### src/rtl/lpm_seq.sv
module lpm_seq (
  input  logic       clk,
  input  logic       rst_n,
  input  logic       wfi,
  input  logic       deep_sel,
  input  logic       run_sel,
  input  logic [1:0] stop_sel,
  input  logic [1:0] clk_mode,
  input  logic       irq_pend,
  input  logic       async_wake,
  input  logic       wu_req,
  input  logic [2:0] src_en,
  output logic       core_clk_en,
  output logic       periph_clk_en,
  output logic [3:0] aon_clk_en,
  output logic [2:0] opt_clk_en,
  output logic       reg_lp_req,
  output logic       lvd_en,
  output logic       nvic_en,
  output logic [2:0] mode_code
);

  typedef enum logic [2:0] {
    S_NRUN = 3'd0, S_NWAIT = 3'd1, S_NSTOP = 3'd2,
    S_VRUN = 3'd3, S_VWAIT = 3'd4, S_VSTOP = 3'd5, S_LLS = 3'd6
  } mode_t;

  mode_t st, nxt, ret_run;
  logic  ret_vlp, nxt_ret, exit_pend, nxt_exit;

  wire wake_any = irq_pend | async_wake | wu_req;
  wire clk_ok   = (clk_mode == 2'd1) || (clk_mode == 2'd2);
  wire in_run   = (st == S_NRUN) || (st == S_VRUN);
  wire in_vlp   = (st == S_VRUN) || (st == S_VWAIT) || (st == S_VSTOP) || (st == S_LLS);

  assign ret_run = ret_vlp ? S_VRUN : S_NRUN;

  always_comb begin
    nxt      = st;
    nxt_ret  = ret_vlp;
    nxt_exit = 1'b0;
    case (st)
      S_NRUN, S_VRUN: begin
        if (st == S_VRUN && exit_pend)
          nxt = S_NRUN;
        else if (st == S_VRUN && !run_sel)
          nxt_exit = 1'b1;
        else if (wfi && !wake_any) begin
          nxt_ret = (st == S_VRUN);
          if (!deep_sel)
            nxt = (st == S_VRUN) ? S_VWAIT : S_NWAIT;
          else begin
            case (stop_sel)
              2'd1:    nxt = S_VSTOP;
              2'd2:    nxt = S_LLS;
              default: nxt = S_NSTOP;
            endcase
          end
        end else if (st == S_NRUN && run_sel && clk_ok)
          nxt = S_VRUN;
      end
      S_NWAIT, S_VWAIT: if (irq_pend)   nxt = ret_run;
      S_NSTOP, S_VSTOP: if (async_wake) nxt = ret_run;
      S_LLS:            if (wu_req)     nxt = ret_run;
      default:          nxt = S_NRUN;
    endcase
  end

  always_ff @(posedge clk) begin
    if (!rst_n) begin
      st        <= S_NRUN;
      ret_vlp   <= 1'b0;
      exit_pend <= 1'b0;
    end else begin
      st        <= nxt;
      ret_vlp   <= nxt_ret;
      exit_pend <= nxt_exit;
    end
  end

  wire periph_on = in_run || (st == S_NWAIT) || (st == S_VWAIT);

  assign mode_code     = st;
  assign core_clk_en   = in_run;
  assign periph_clk_en = periph_on;
  assign nvic_en       = periph_on;
  assign aon_clk_en    = {4{periph_on || (st == S_VSTOP) || (st == S_LLS)}};
  assign opt_clk_en    = {3{periph_on}} | ({3{st == S_VSTOP}} & src_en);
  assign reg_lp_req    = in_vlp && !exit_pend;
  assign lvd_en        = !in_vlp;

  assert_nstop_hold_R3: assert property (@(posedge clk) disable iff (!rst_n)
    (mode_code == 3'd2 && !async_wake) |=> (mode_code == 3'd2));

  assert_lls_hold_R7: assert property (@(posedge clk) disable iff (!rst_n)
    (mode_code == 3'd6 && !wu_req) |=> (mode_code == 3'd6));

  assert_nwait_hold_R2: assert property (@(posedge clk) disable iff (!rst_n)
    (mode_code == 3'd1 && !irq_pend) |=> (mode_code == 3'd1));

  assert_vlpr_gate_R4: assert property (@(posedge clk) disable iff (!rst_n)
    (mode_code == 3'd0 && !(clk_mode == 2'd1 || clk_mode == 2'd2)) |=> (mode_code != 3'd3));

  assert_wfi_block_R11: assert property (@(posedge clk) disable iff (!rst_n)
    (mode_code == 3'd0 && wfi && (irq_pend || async_wake || wu_req)) |=>
      (mode_code == 3'd0 || mode_code == 3'd3));

  assert_reg_first_R10: assert property (@(posedge clk) disable iff (!rst_n)
    (mode_code == 3'd3 && !reg_lp_req) |=> (mode_code == 3'd0));

endmodule

### config.mk
export PLATFORM = sky130hd
export DESIGN_NAME = lpm_seq
export DESIGN_NICKNAME = d
export VERILOG_FILES = /design/src/rtl/lpm_seq.sv
export SDC_FILE = /design/constraint.sdc
export NUM_CORES = 1
export LEC_CHECK = 0
export ABC_AREA = 0
export CAP_MARGIN = 25
export CORE_UTILIZATION = 40
export CTS_CLUSTER_SIZE = 10
export DETAILED_ROUTE_END_ITERATION = 10
export HOLD_SLACK_MARGIN = 0.06
export PLACE_DENSITY = 0.83
export SKIP_LAST_GASP = 1
export SLEW_MARGIN = 20
export SYNTH_ARGS = -nofsm -noshare
export SYNTH_HDL_FRONTEND = slang
export SYNTH_SLANG_ARGS = --single-unit
### constraint.sdc
create_clock -name clk -period 3.4 [get_ports clk]
set_input_delay 0.34 -clock clk [delete_from_list [all_inputs] [get_ports clk]]
set_output_delay 0.34 -clock clk [all_outputs]
set_load 0.005 [all_outputs]
# Word level (Yosys, flattened, before mapping)
# Index checks and enable logic that the tools add are counted.
[word_totals] ff_bits=5 latch_bits=0 ramBits=0 romBits=0 input_bits=15 output_inout_bits=15 elab_cells=65 n_memories=0
[classes] n_addsub=0 multipliers=0 div=0 n_lt_le_gt_ge=0 eq_ne=15 shift=0 mux=13 bitwise_logic=8 reduce_logical=26
[ops] cell="two-way mux 3 bit" count=9
[ops] cell="one-hot mux 3 bit (4 select lines)" count=1
[ops] cell="equality test 3 bit (second input constant)" count=3
[ops] cell="logical OR 1 bit" count=9
[ops] cell="equality test 3 x 2 -> 1 bit (second input constant)" count=2
[ops] cell="logical AND 1 bit" count=6
[ops] cell="!= test 2 bit (second input constant)" count=3
[ops] cell="one-hot mux 3 bit (2 select lines)" count=1
[ops] cell="OR reduction 2 bit" count=3
[ops] cell="AND reduction 5 bit" count=1
[ops] cell="equality test 2 x 1 -> 1 bit (second input constant)" count=2
[ops] cell="equality test 2 bit (second input constant)" count=2
[ops] cell="zero test 1 bit" count=4
[ops] cell="!= test 4 bit (second input constant)" count=1
[ops] cell="inverter 1 bit" count=4
[ops] cell="AND reduction 4 bit" count=1
[ops] cell="AND 3 bit" count=1
[ops] cell="equality test 3 x 1 -> 1 bit (second input constant)" count=1
[ops] cell="zero test 3 bit" count=1
[ops] cell="!= test 3 bit (second input constant)" count=1
[ops] cell="bitwise OR 3 bit" count=1
[ops] cell="OR reduction 3 bit" count=1
[ops] cell="two-way mux 2 bit" count=1
[ops] cell="bitwise OR 1 bit" count=2
[ops] cell="two-way mux 1 bit" count=1

# Depth between registers and ports, before layout
# Gate-level depths: netlist of the first run.
[logic_depth] depth_word=8 ltp_mapped=7 mapped_depth_nobuf=7

# Worst setup path before layout of the first run
# No wires, ideal clock.
[synth_path] path_kind="register to register" start="reg st[0], in the netlist mode_code[0]" end="reg st[0], in the netlist mode_code[0]" setup_ns=0.125 t_arrival_ns=1.417 t_required_ns=3.275 path_slack_ns=1.858 stages_incl_launch_ff=6 n_path_buf=0 synth_period_minus_slack_ns=1.542 cell_sequence="dfxtp_1 or3_1 o311a_1 o21ai_2 o211ai_2 mux2i_1"
[synth_between] elab_chain_cells=7 elab_cells_between_ends=26 cone_classes="11 x eq/ne; 6 x mux; 9 x reduce/logical"
[synth_rtl] element="start, declared" line="28" rtl="mode_t st, nxt, ret_run;"
[synth_rtl] element="start signal, assigned" line="75" rtl="st <= nxt;"
[synth_rtl] element="equality test 3 x 2 -> 1 bit"
[synth_rtl] element="two-way mux 3 bit" line="51" rtl="nxt = (st == S_VRUN) ? S_VWAIT : S_NWAIT;"
[synth_rtl] element="two-way mux 3 bit" line="50" rtl="if (!deep_sel)"
[synth_rtl] element="two-way mux 3 bit" line="48" rtl="else if (wfi && !wake_any) begin"
[synth_rtl] element="two-way mux 3 bit" line="46" rtl="else if (st == S_VRUN && !run_sel)"
[synth_rtl] element="two-way mux 3 bit" line="44" rtl="if (st == S_VRUN && exit_pend)"
[synth_rtl] element="one-hot mux 3 bit (4 select lines)" line="42" rtl="case (st)"
# Several ways; a longest one is shown, not always the timed one. The select of a mux whose other input is x is not followed.
# A chain may end at the register's enable or synchronous reset.

# Worst setup path in the final report of the first run
[layout_path] start="reg st[0], in the netlist mode_code[0]" end="out core_clk_en"
[layout_between] elab_chain_cells=2 elab_cells_between_ends=3 cone_classes="1 x eq/ne; 2 x reduce/logical"
[layout_rtl] element="equality test 3 x 2 -> 1 bit / zero test 3 bit (equally long branches)" line="33" rtl="wire in_run = (st == S_NRUN) || (st == S_VRUN);"
[layout_rtl] element="logical OR 1 bit *" line="33"
[layout_rtl] element="end, declared" line="13" rtl="output logic core_clk_en,"
# Mark *: on every way between the ends. The rest lies on a longest branch, timed or not.

==> reports/results.tsv, run 1 <==
stage	metric	value	unit
floorplan	Die H	38.5	um
clock_tree	cts repair resizes	0	
worst_setup_path	Setup crit end kind	output pin	
hold_path	WHS Path Cells	2	
clock_tree	CTS tree	done	
routing	Detail Route Antenna Nets	0	
sta	Max Freq	454	MHz
clock_tree	# hold bufs at CTS	0	
routing	# DRC	0	
clock_tree	Worst-Skew Late Latency	0.24	ns
routing	wire length on met3	82	um
yosys	Synth Instances	71	
global_routing	antenna violations before repair	0	
routing	vias per cell	5.17	
cells_and_area	ant diodes	0	
yosys	syn_nets	87	
sta	final hold violation count	0	
power_and_ir_drop	pwr dens	629	nW/um^2
sta	max-slew violations	0	
routing	DR WL/cell	11.3	um
power_and_ir_drop	Worst VDD drop	0.499	mV
yosys	synthesized flop and latch total	5	
flow_run	maxcap violations	0	
sta	Clock Skew	0.000258	ns
floorplan	die footprint	1480	um^2
worst_setup_path	crit path DAT	1.86	ns
floorplan	Placement Rows	12	
global_routing	GRT overflow	0	
clock_tree	H-tree lvl count	1	
yosys	Mapped Area	532	um^2
routing	met2 WL	619	um
power_and_ir_drop	Design Power	509	uW
yosys	top-area cell type share of the netlist area	0.188	
placed_design	IO Port Bufs	29	
worst_setup_path	Crit path required time	3.06	ns
routing	DR vias	574	
worst_setup_path	Worst Reg-to-Reg Cells	5	
global_routing	total track usage	0.204	
floorplan	die width	38.5	um
cells_and_area	share of cells above drive strength 1	0.103	
sta	Final Setup Violations	0	
status	outcome	complete, no violations	
clock_tree	Num CTS Buffers	3	
floorplan	Ports	30	
yosys	synth top area cells	dfxtp_1 19%, buf_4 5.6%, nand2_1 5.6%, inv_1 4.9%, a21oi_1 4.7%	
yosys	Mapped Avg Cell Area	7.49	um^2
placed_design	RePlAce Congestion	0.974	
global_routing	first-pass GRT wire length	2.04	mm
cells_and_area	Area Overhead vs Synth	52.0	%
clock_tree	CTS max path bufs	2	
cells_and_area	Nets	114	
sta	setup_tns	0	ns
worst_setup_path	critical path class	flip-flop to output pin	
worst_setup_path	crit path max fanout	15	
placed_design	Post-DP HPWL	998	um
routing	DR top layer	met4	
sta	post-route minimum period	2.20	ns
yosys	Unique masters post-synth	34	
routing	overall routed net length	1.25	mm
clock_tree	number of setup buffers added after CTS	0	
worst_setup_path	CP startpoint kind	flip-flop	
sta	Slew headroom	0.607	
yosys	post-synthesis sequential area ratio	0.188	
clock_tree	Reg clk slew, reported paths	0.04	ns
routing	M1 WL	546	um
global_routing	largest net degree at the start of global routing	18	
floorplan	core area	1170	um^2
power_and_ir_drop	Pleak	0.000340	uW
yosys	Synthesis Warnings	0	
sta	RSZ-0062 raised after global routing	false	
routing	initial drt markers	13	
sta	fin crit share	0.648	
sta	Slew @ Worst Pin	0.588	ns
floorplan	Initial Utilization	0.454	
clock_tree	root buffer cell	clkbuf_4	
clock_tree	CTS sink count	5	
hold_path	Worst Hold Class	flip-flop to flip-flop	
global_routing	vias in the first global route	505	
yosys	area leader, netlist	dfxtp_1	
routing	drt pass-1 iters	4	
==> placed cells by master (no fill, tap or decap), types with 2 or more instances in the layout <==
cell type	Yosys	routed
dfxtp_1	5	5
nor2_1	4	4
nand2_1	8	8
a21oi_1	5	5
nor4_1	2	2
nand2b_1	3	3
o21ai_1	3	3
inv_1	7	7
xnor2_1	2	2
clkbuf_4	0	3
clkdlybuf4s50_1	0	29
o21ai_0	3	3
mux2i_1	2	2
==> cell families (layout without fill, tap and decap cells) <==
family,Yosys count,in the layout,synth area share
adder cells (fa/ha/maj),1,1,0.0235
multiplexers,2,2,0.0376
AND/OR/NAND/NOR,29,29,0.325
buffers and inverters,14,40,0.158
AO/OA/AOI/OAI,17,17,0.219
XOR/XNOR,3,3,0.0494
flip-flops,5,5,0.188
==> layout make-up <==
type                            instances  area, um^2
Timing Repair Buffer                   29         290
Fill cell                             105         363
Tap cell                               14        17.5
Inverter                                7        26.3
Multi-Input combinational cell         52         348
Clock buffer                            4        26.3
Sequential cell                         5         100
==> routing by layer <==
| layer | global-route usage | up-vias |
|---|---|---|
| met5 | 0 | - |
| met4 | 0.103 | 0 |
| met3 | 0.0349 | 2 |
| met2 | 0.364 | 26 |
| met1 | 0.228 | 254 |
| li1 | - | 292 |
==> sequential cells by signal (all words and copies together) (netlist names) <==
signal     count
ret_vlp        1
mode_code      3
exit_pend      1
==> worst max-delay path: stages, from the launching register on <==
cell and delay, ns:
dfxtp_1 0.48, or2_2 0.39, a21oi_1 0.21, clkdlybuf4s50_1 0.54
==> final timing paths <==
kind | start | end | slack, ns
setup reg to reg | mode_code[0]$_SDFFE_PN0P_ | mode_code[0]$_SDFFE_PN0P_ | 1.61
setup / recovery | mode_code[0]$_SDFFE_PN0P_ | core_clk_en | 1.20
hold / removal | ret_vlp$_SDFFE_PN0P_ | ret_vlp$_SDFFE_PN0P_ | 0.52
hold reg to reg | ret_vlp$_SDFFE_PN0P_ | ret_vlp$_SDFFE_PN0P_ | 0.52
==> power by group <==
part / internal [uW] / total (uW) / switching [uW]
clock network: 44.2 / 66.1 / 21.9
registers: 71.5 / 123 / 52.0
logic: 199 / 319 / 120
==> synth_stat cells (all sizes together) <==
cell type / n
nor2b: 1
inv: 7
ha: 1
mux2i: 2
o21ai: 7
and2: 1
and2b: 1
or4b: 1
nor4: 2
xor2: 1
nor2: 4
nand4bb: 1
buf: 7
o22ai: 1
nand3: 1
a21oi: 5
o311a: 1
nand2b: 3
or2: 1
o311ai: 1
nand3b: 1
or3: 1
xnor2: 2
o211ai: 1
a21o: 1
nand4b: 1
dfxtp: 5
nor3: 1
nand2: 9
==> per-stage QoR <==
step	setup WS, ns	cell area [um^2]	hold WS [ns]	cells	utilization
CTS	1.18	808	0.528	111	0.690
global route	1.10	808	0.570	111	0.690
floorplan	1.86	532	0.462	71	-
detailed placement	1.33	782	0.507	107	0.668
global placement	1.36	782	0.506	107	0.668
finish	1.20	808	0.524	111	0.690
Note: power is estimated with default switching activity, not from simulation.
==> run 2, diff against run 1 <==
--- a/config.mk
+++ b/config.mk
@@ -7,11 +7,11 @@
 export LEC_CHECK = 0
 export ABC_AREA = 0
 export CAP_MARGIN = 25
-export CORE_UTILIZATION = 40
+export CORE_UTILIZATION = 33
 export CTS_CLUSTER_SIZE = 10
 export DETAILED_ROUTE_END_ITERATION = 10
 export HOLD_SLACK_MARGIN = 0.06
-export PLACE_DENSITY = 0.83
+export PLACE_DENSITY = 0.73
 export SKIP_LAST_GASP = 1
 export SLEW_MARGIN = 20
 export SYNTH_ARGS = -nofsm -noshare
==> constraint.sdc (replaced) <==
create_clock -name clk -period 2 [get_ports clk]
set_input_delay 0.2 -clock clk [delete_from_list [all_inputs] [get_ports clk]]
set_output_delay 0.2 -clock clk [all_outputs]
set_load 0.005 [all_outputs]
==> run 2 against run 1 <==
Compared with the run above: sequential share of layout area decreased by 0.29 points; global-route usage is 3.9 points lower; largest power group unchanged; worst hold slack got worse by 0.0087 ns; clock-buffer cell count unchanged; routed wire length up 3.6%; worst setup slack got worse by 1.1 ns; largest cell class unchanged; register-to-register slack got worse by 1.3 ns; die area up 20%; critical path type unchanged; cell count grew 4.5%.
==> reports/results.tsv, run 2 (synthesized netlist as in run 1, its figures left out) <==
stage	metric	value	unit	change
floorplan	Placement Rows	14		+2
routing	overall routed net length	1.30	mm	+3.6%
routing	met2 WL	632	um	+2.1%
floorplan	die footprint	1780	um^2	+20%
sta	setup_tns	0	ns	unchanged
sta	final hold violation count	0		unchanged
global_routing	first-pass GRT wire length	2.26	mm	+11%
cells_and_area	ant diodes	0		unchanged
hold_path	hold wc startpoint	ret_vlp$_SDFFE_PN0P_		
sta	fin crit share	0.927		
global_routing	largest net degree at the start of global routing	13		-5
clock_tree	root buffer cell	clkbuf_4		
floorplan	Initial Utilization	0.353		-0.101
clock_tree	CTS tree	done		
cells_and_area	most frequent cells in the layout	29 x clkdlybuf4s50_1, 8 x nand2_1, 7 x inv_1		
floorplan	core area	1510	um^2	+29%
floorplan	Die H	42.1	um	+9.6%
routing	initial drt markers	9		-4
worst_setup_path	crit path max fanout	12		-3
clock_tree	H-tree lvl count	1		unchanged
hold_path	WHS Path Cells	2		unchanged
clock_tree	Reg clk slew, reported paths	0.04	ns	about the same
routing	# DRC	0		unchanged
placed_design	Post-DP HPWL	1.02	mm	+2.6%
cells_and_area	Nets	117		+2.6%
worst_setup_path	Reg-to-Reg End	mode_code[1]$_SDFFE_PN0P_		
worst_setup_path	critical path, cell by cell	or2_2 -> a21oi_2 -> clkdlybuf4s50_1		
worst_setup_path	Worst Reg-to-Reg Cells	5		unchanged
worst_setup_path	crit path DAT	1.65	ns	-0.21 ns
flow_run	maxcap violations	0		unchanged
sta	Final Setup Violations	0		unchanged
clock_tree	CTS max path bufs	2		unchanged
floorplan	die width	42.1	um	+9.6%
global_routing	antenna violations before repair	0		unchanged
sta	Slew headroom	0.717		+0.110
hold_path	WHS Endpoint	ret_vlp$_SDFFE_PN0P_		
global_routing	vias in the first global route	565		+12%
cells_and_area	max FFs per register	3		unchanged
clock_tree	CTS sink count	5		unchanged
sta	post-route minimum period	1.85	ns	
cells_and_area	fillcell total	144		+37%
sta	Clock Skew	0.00391	ns	+0.00365 ns
worst_setup_path	reg2reg setup slack	0.35	ns	-1.26 ns
worst_setup_path	slowest stage delay, CP	0.52	ns	-0.02 ns
routing	vias per cell	4.99		-3.5%
cells_and_area	share of cells above drive strength 1	0.150		+0.0469
worst_setup_path	Setup crit end kind	output pin		
routing	drt pass-1 iters	4		unchanged
routing	DR top layer	met4		
worst_setup_path	CP startpoint kind	flip-flop		
routing	M1 WL	569	um	+4.2%
cells_and_area	final core utilization	0.556		-0.134
clock_tree	Worst-Skew Late Latency	0.24	ns	about the same
sta	Max Freq	540	MHz	
clock_tree	Num CTS Buffers	3		unchanged
worst_setup_path	critical path class	flip-flop to output pin		
power_and_ir_drop	pwr dens	1080	nW/um^2	+72%
sta	max-slew violations	0		unchanged
placed_design	RePlAce Congestion	0.841		-14%
worst_setup_path	Crit path required time	1.80	ns	-1.26 ns
sta	Slew @ Worst Pin	0.420	ns	-0.168 ns
global_routing	GRT overflow	0		unchanged
status	outcome	complete, no violations		
routing	DR WL/cell	11.2	um	-0.87%
cells_and_area	most common cell after layout, fill and taps aside	clkdlybuf4s50_1		
routing	DR vias	579		+0.87%
floorplan	Ports	30		unchanged
sta	RSZ-0062 raised after global routing	false		
hold_path	Worst Hold Class	flip-flop to flip-flop		
worst_setup_path	CP max-delay cell	clkdlybuf4s50_1		
power_and_ir_drop	Worst VDD drop	0.674	mV	+35%
worst_setup_path	reg-to-reg startpoint	mode_code[0]$_SDFFE_PN0P_		
global_routing	total track usage	0.165		-0.0391
placed_design	IO Port Bufs	29		unchanged
clock_tree	number of setup buffers added after CTS	0		unchanged
routing	Detail Route Antenna Nets	0		unchanged
cells_and_area	Area Overhead vs Synth	57.6	%	
power_and_ir_drop	Pleak	0.000357	uW	+5.0%
routing	wire length on met3	86	um	+4.9%
==> run 2: cell count changes in the layout (fill, tap and decap cells not counted) <==
cell,change
dfxtp_2,+1
dfxtp_1,-1
a21oi_2,+1
buf_4,+3
a21oi_1,-1
==> run 2: layout make-up <==
| type | instances | area [um^2] | share of cell area |
|---|---|---|---|
| Tap cell | 16 | 20.0 | 0.0239 |
| Inverter | 7 | 26.3 | 0.0313 |
| Timing Repair Buffer | 32 | 313 | 0.373 |
| Sequential cell | 5 | 101 | 0.121 |
| Clock buffer | 4 | 26.3 | 0.0313 |
| Multi-Input combinational cell | 52 | 352 | 0.419 |
==> run 2: metrics by stage <==
step / cells / area [um^2] / hold WS (ns) / total power, uW / worst slack, ns
floorplan: 71 / 532 / 0.322 / 545 / 0.458
global placement: 112 / 807 / 0.503 / 784 / 0.108
detailed placement: 112 / 807 / 0.505 / 789 / 0.0720
CTS: 116 / 835 / 0.515 / 911 / 0.0670
global route: 116 / 838 / 0.528 / 981 / 0.0387
finish: 116 / 838 / 0.515 / 906 / 0.147
==> run 2: how the worst max path moves through the flow <==
| stage | startpoint | endpoint | slack [ns] | cells past startpoint |
|---|---|---|---|---|
| after floorplan | mode_code[0]$_SDFFE_PN0P_ | mode_code[0]$_SDFFE_PN0P_ | 0.46 | 5 |
| after global placement | async_wake | mode_code[1]$_SDFFE_PN0P_ | 0.11 | 6 |
| after detailed placement | async_wake | mode_code[1]$_SDFFE_PN0P_ | 0.07 | 6 |
| after CTS | mode_code[0]$_SDFFE_PN0P_ | core_clk_en | 0.07 | 3 |
| after global routing | mode_code[1]$_SDFFE_PN0P_ | opt_clk_en[2] | 0.04 | 5 |
| final | mode_code[0]$_SDFFE_PN0P_ | core_clk_en | 0.15 | 3 |
==> run 2: metal layers <==
| metal | track usage | vias up |
|---|---|---|
| met5 | 0 | - |
| met4 | 0.0938 | 0 |
| met3 | 0.0345 | 2 |
| met2 | 0.281 | 21 |
| met1 | 0.189 | 254 |
| li1 | - | 302 |
==> run 2: what timing repair did <==
| item | in CTS | in global routing |
|---|---|---|
| endpoints found under the setup margin | 1 | 1 |
| hold buffers | 0 | 0 |
| resized for setup | 1 | 1 |
| cloned | 0 | 0 |
==> run 2: worst max-delay path: cells and delay by family (launching register included) <==
kind / cells / cell delay [ns]
flops: 1 / 0.38
simple gates: 1 / 0.34
buf+inv: 1 / 0.52
compound gates: 1 / 0.18
==> run 2: report_power, final <==
part	internal [uW]	switching [uW]	total, uW
clock	75.1	36.7	112
combinational	366	250	616
sequential	124	54.3	178
total	565	341	906
==> run 3, diff against run 2 <==
--- a/config.mk
+++ b/config.mk
@@ -8,6 +8,7 @@
 export ABC_AREA = 0
 export CAP_MARGIN = 25
 export CORE_UTILIZATION = 33
+export CTS_BUF_LIST = sky130_fd_sc_hd__clkbuf_16
 export CTS_CLUSTER_SIZE = 10
 export DETAILED_ROUTE_END_ITERATION = 10
 export HOLD_SLACK_MARGIN = 0.06
==> run 3 against run 2 <==
Compared with the run above: register-to-register slack about the same; sequential share of layout area is 0.71 points lower; flip-flop and latch count stayed put; die area unchanged; critical endpoint is now opt_clk_en[0].
==> reports/results.tsv, run 3 (synthesized netlist as in run 1, its figures left out) <==
stage	metric	value	unit	change
routing	# DRC	0		unchanged
clock_tree	cts repair resizes	0		-1
floorplan	Ports	30		unchanged
clock_tree	CTS tree	done		
clock_tree	Num CTS Buffers	3		unchanged
floorplan	core area	1510	um^2	unchanged
clock_tree	number of setup buffers added after CTS	0		unchanged
worst_setup_path	slowest stage delay, CP	0.47	ns	-0.05 ns
worst_setup_path	CP startpoint kind	flip-flop		
sta	Slew @ Worst Pin	0.419	ns	-0.00180 ns
clock_tree	CTS max path bufs	2		unchanged
power_and_ir_drop	pwr dens	1250	nW/um^2	+16%
cells_and_area	most common cell after layout, fill and taps aside	clkdlybuf4s50_1		
worst_setup_path	critical path class	flip-flop to output pin		
floorplan	die footprint	1780	um^2	unchanged
hold_path	WHS Path Cells	2		unchanged
worst_setup_path	CP Launch Point	mode_code[1]$_SDFFE_PN0P_		
placed_design	DP Area	807	um^2	unchanged
global_routing	antenna violations before repair	0		unchanged
floorplan	Placement Rows	14		unchanged
worst_setup_path	Crit path required time	1.80	ns	about the same
routing	drt pass-1 iters	2		-2
sta	max-slew violations	0		unchanged
global_routing	first-pass GRT wire length	2.29	mm	+1.5%
floorplan	die width	42.1	um	unchanged
worst_setup_path	crit path max fanout	12		unchanged
cells_and_area	most frequent cells in the layout	29 x clkdlybuf4s50_1, 8 x nand2_1, 8 x inv_1		
routing	DR vias	572		-1.2%
routing	DR WL/cell	11.4	um	+2.0%
hold_path	Worst Hold Class	flip-flop to flip-flop		
power_and_ir_drop	Worst VDD drop	0.851	mV	+26%
cells_and_area	ant diodes	0		unchanged
worst_setup_path	Reg-to-Reg End	mode_code[1]$_SDFFE_PN0P_		
sta	final hold violation count	0		unchanged
cells_and_area	share of cells above drive strength 1	0.150		unchanged
worst_setup_path	critical path, cell by cell	buf_4 -> nand2b_1 -> nand2_1 -> o21ai_1 -> clkdlybuf4s50_1		
global_routing	largest net degree at the start of global routing	13		unchanged
floorplan	Initial Utilization	0.353		unchanged
global_routing	GRT overflow	0		unchanged
worst_setup_path	critical path endpoint	opt_clk_en[0]		
sta	Clock Skew	0.00102	ns	-0.00289 ns
clock_tree	Worst-Skew Late Latency	0.22	ns	-0.02 ns
routing	vias per cell	4.93		-1.2%
floorplan	Die H	42.1	um	unchanged
flow_run	maxcap violations	0		unchanged
worst_setup_path	reg-to-reg startpoint	mode_code[0]$_SDFFE_PN0P_		
global_routing	total track usage	0.164		-0.000744
placed_design	Post-DP HPWL	1.02	mm	unchanged
status	outcome	complete, no violations		
sta	final hold slack	0.512	ns	-0.00303 ns
worst_setup_path	CP max-delay cell	dfxtp_1		
cells_and_area	Area Overhead vs Synth	67.5	%	
routing	Detail Route Antenna Nets	0		unchanged
sta	Max Freq	539	MHz	-0.11%
global_routing	vias in the first global route	576		+1.9%
sta	Slew headroom	0.718		+0.00121
clock_tree	CTS sink count	5		unchanged
cells_and_area	final instance area	891	um^2	+6.3%
sta	Final Setup Violations	0		unchanged
cells_and_area	Nets	117		unchanged
worst_setup_path	crit path DAT	1.66	ns	about the same
clock_tree	Reg clk slew, reported paths	0.03	ns	about the same
sta	setup_tns	0	ns	unchanged
sta	RSZ-0062 raised after global routing	false		
placed_design	IO Port Bufs	29		unchanged
routing	initial drt markers	7		-2
clock_tree	# hold bufs at CTS	0		unchanged
placed_design	RePlAce Congestion	0.841		unchanged
worst_setup_path	Worst Reg-to-Reg Cells	5		unchanged
routing	overall routed net length	1.32	mm	+2.0%
sta	fin crit share	0.928		+0.00102
worst_setup_path	Setup crit end kind	output pin		
worst_setup_path	reg2reg setup slack	0.35	ns	about the same
clock_tree	H-tree lvl count	1		unchanged
cells_and_area	max FFs per register	3		unchanged
power_and_ir_drop	Pleak	0.000384	uW	+7.7%
sta	post-route minimum period	1.86	ns	+0.00205 ns
clock_tree	root buffer cell	clkbuf_16		
run 3: changes by cell type in the layout (fill, tap and decap cells not counted):
cell       delta
clkbuf_1      -1
clkbuf_16     +3
clkbuf_4      -3
inv_1         +1
run 3: final cells by class:
| type | instances | area (um^2) |
|---|---|---|
| Fill cell | 138 | 616 |
| Tap cell | 16 | 20.0 |
| Clock buffer | 3 | 75.1 |
| Inverter | 7 | 26.3 |
| Clock inverter | 1 | 3.75 |
| Sequential cell | 5 | 101 |
| Multi-Input combinational cell | 52 | 352 |
| Timing Repair Buffer | 32 | 313 |
run 3: where the power goes:
group          switching, uW  internal (uW)
sequential              56.0            124
combinational            250            366
clock                   60.0            258
run 3: how the worst min path moves through the flow:
| stage | endpoint | startpoint | slack, ns |
|---|---|---|---|
| 6_report | ret_vlp$_SDFFE_PN0P_ | ret_vlp$_SDFFE_PN0P_ | 0.51 |
| 5_1_grt | ret_vlp$_SDFFE_PN0P_ | ret_vlp$_SDFFE_PN0P_ | 0.53 |
| 4_1_cts | ret_vlp$_SDFFE_PN0P_ | ret_vlp$_SDFFE_PN0P_ | 0.51 |
| 3_5_place_dp | ret_vlp$_SDFFE_PN0P_ | ret_vlp$_SDFFE_PN0P_ | 0.51 |
| 3_3_place_gp | ret_vlp$_SDFFE_PN0P_ | ret_vlp$_SDFFE_PN0P_ | 0.50 |
| 2_1_floorplan | exit_pend$_SDFF_PP0_ | rst_n | 0.32 |
run 3: worst max-delay path, delay by kind of cell, from the launching register on:
family	cells	cell delay, ns
AO/OA/AOI/OAI	1	0.08
buffers and inverters	2	0.67
flip-flops	1	0.47
AND/OR/NAND/NOR	2	0.20
run 3: per-stage QoR:
step                      std cells   util  total power, uW  setup WS [ns]
after floorplan                  71      -              545          0.458
after global placement          112  0.536              784          0.108
after detailed placement        112  0.536              789         0.0720
after CTS                       116  0.588             1110        0.00189
after global routing            116  0.591             1190         0.0608
final                           116  0.591             1110          0.145
run 3: routing by layer:
metal | global-route usage | vias to the layer above | wire length [um]
li1 | - | 298 | -
met1 | 0.197 | 253 | 589
met2 | 0.288 | 21 | 649
met3 | 0.0216 | 0 | 84
met4 | 0.0750 | 0 | 0
met5 | 0 | - | 0
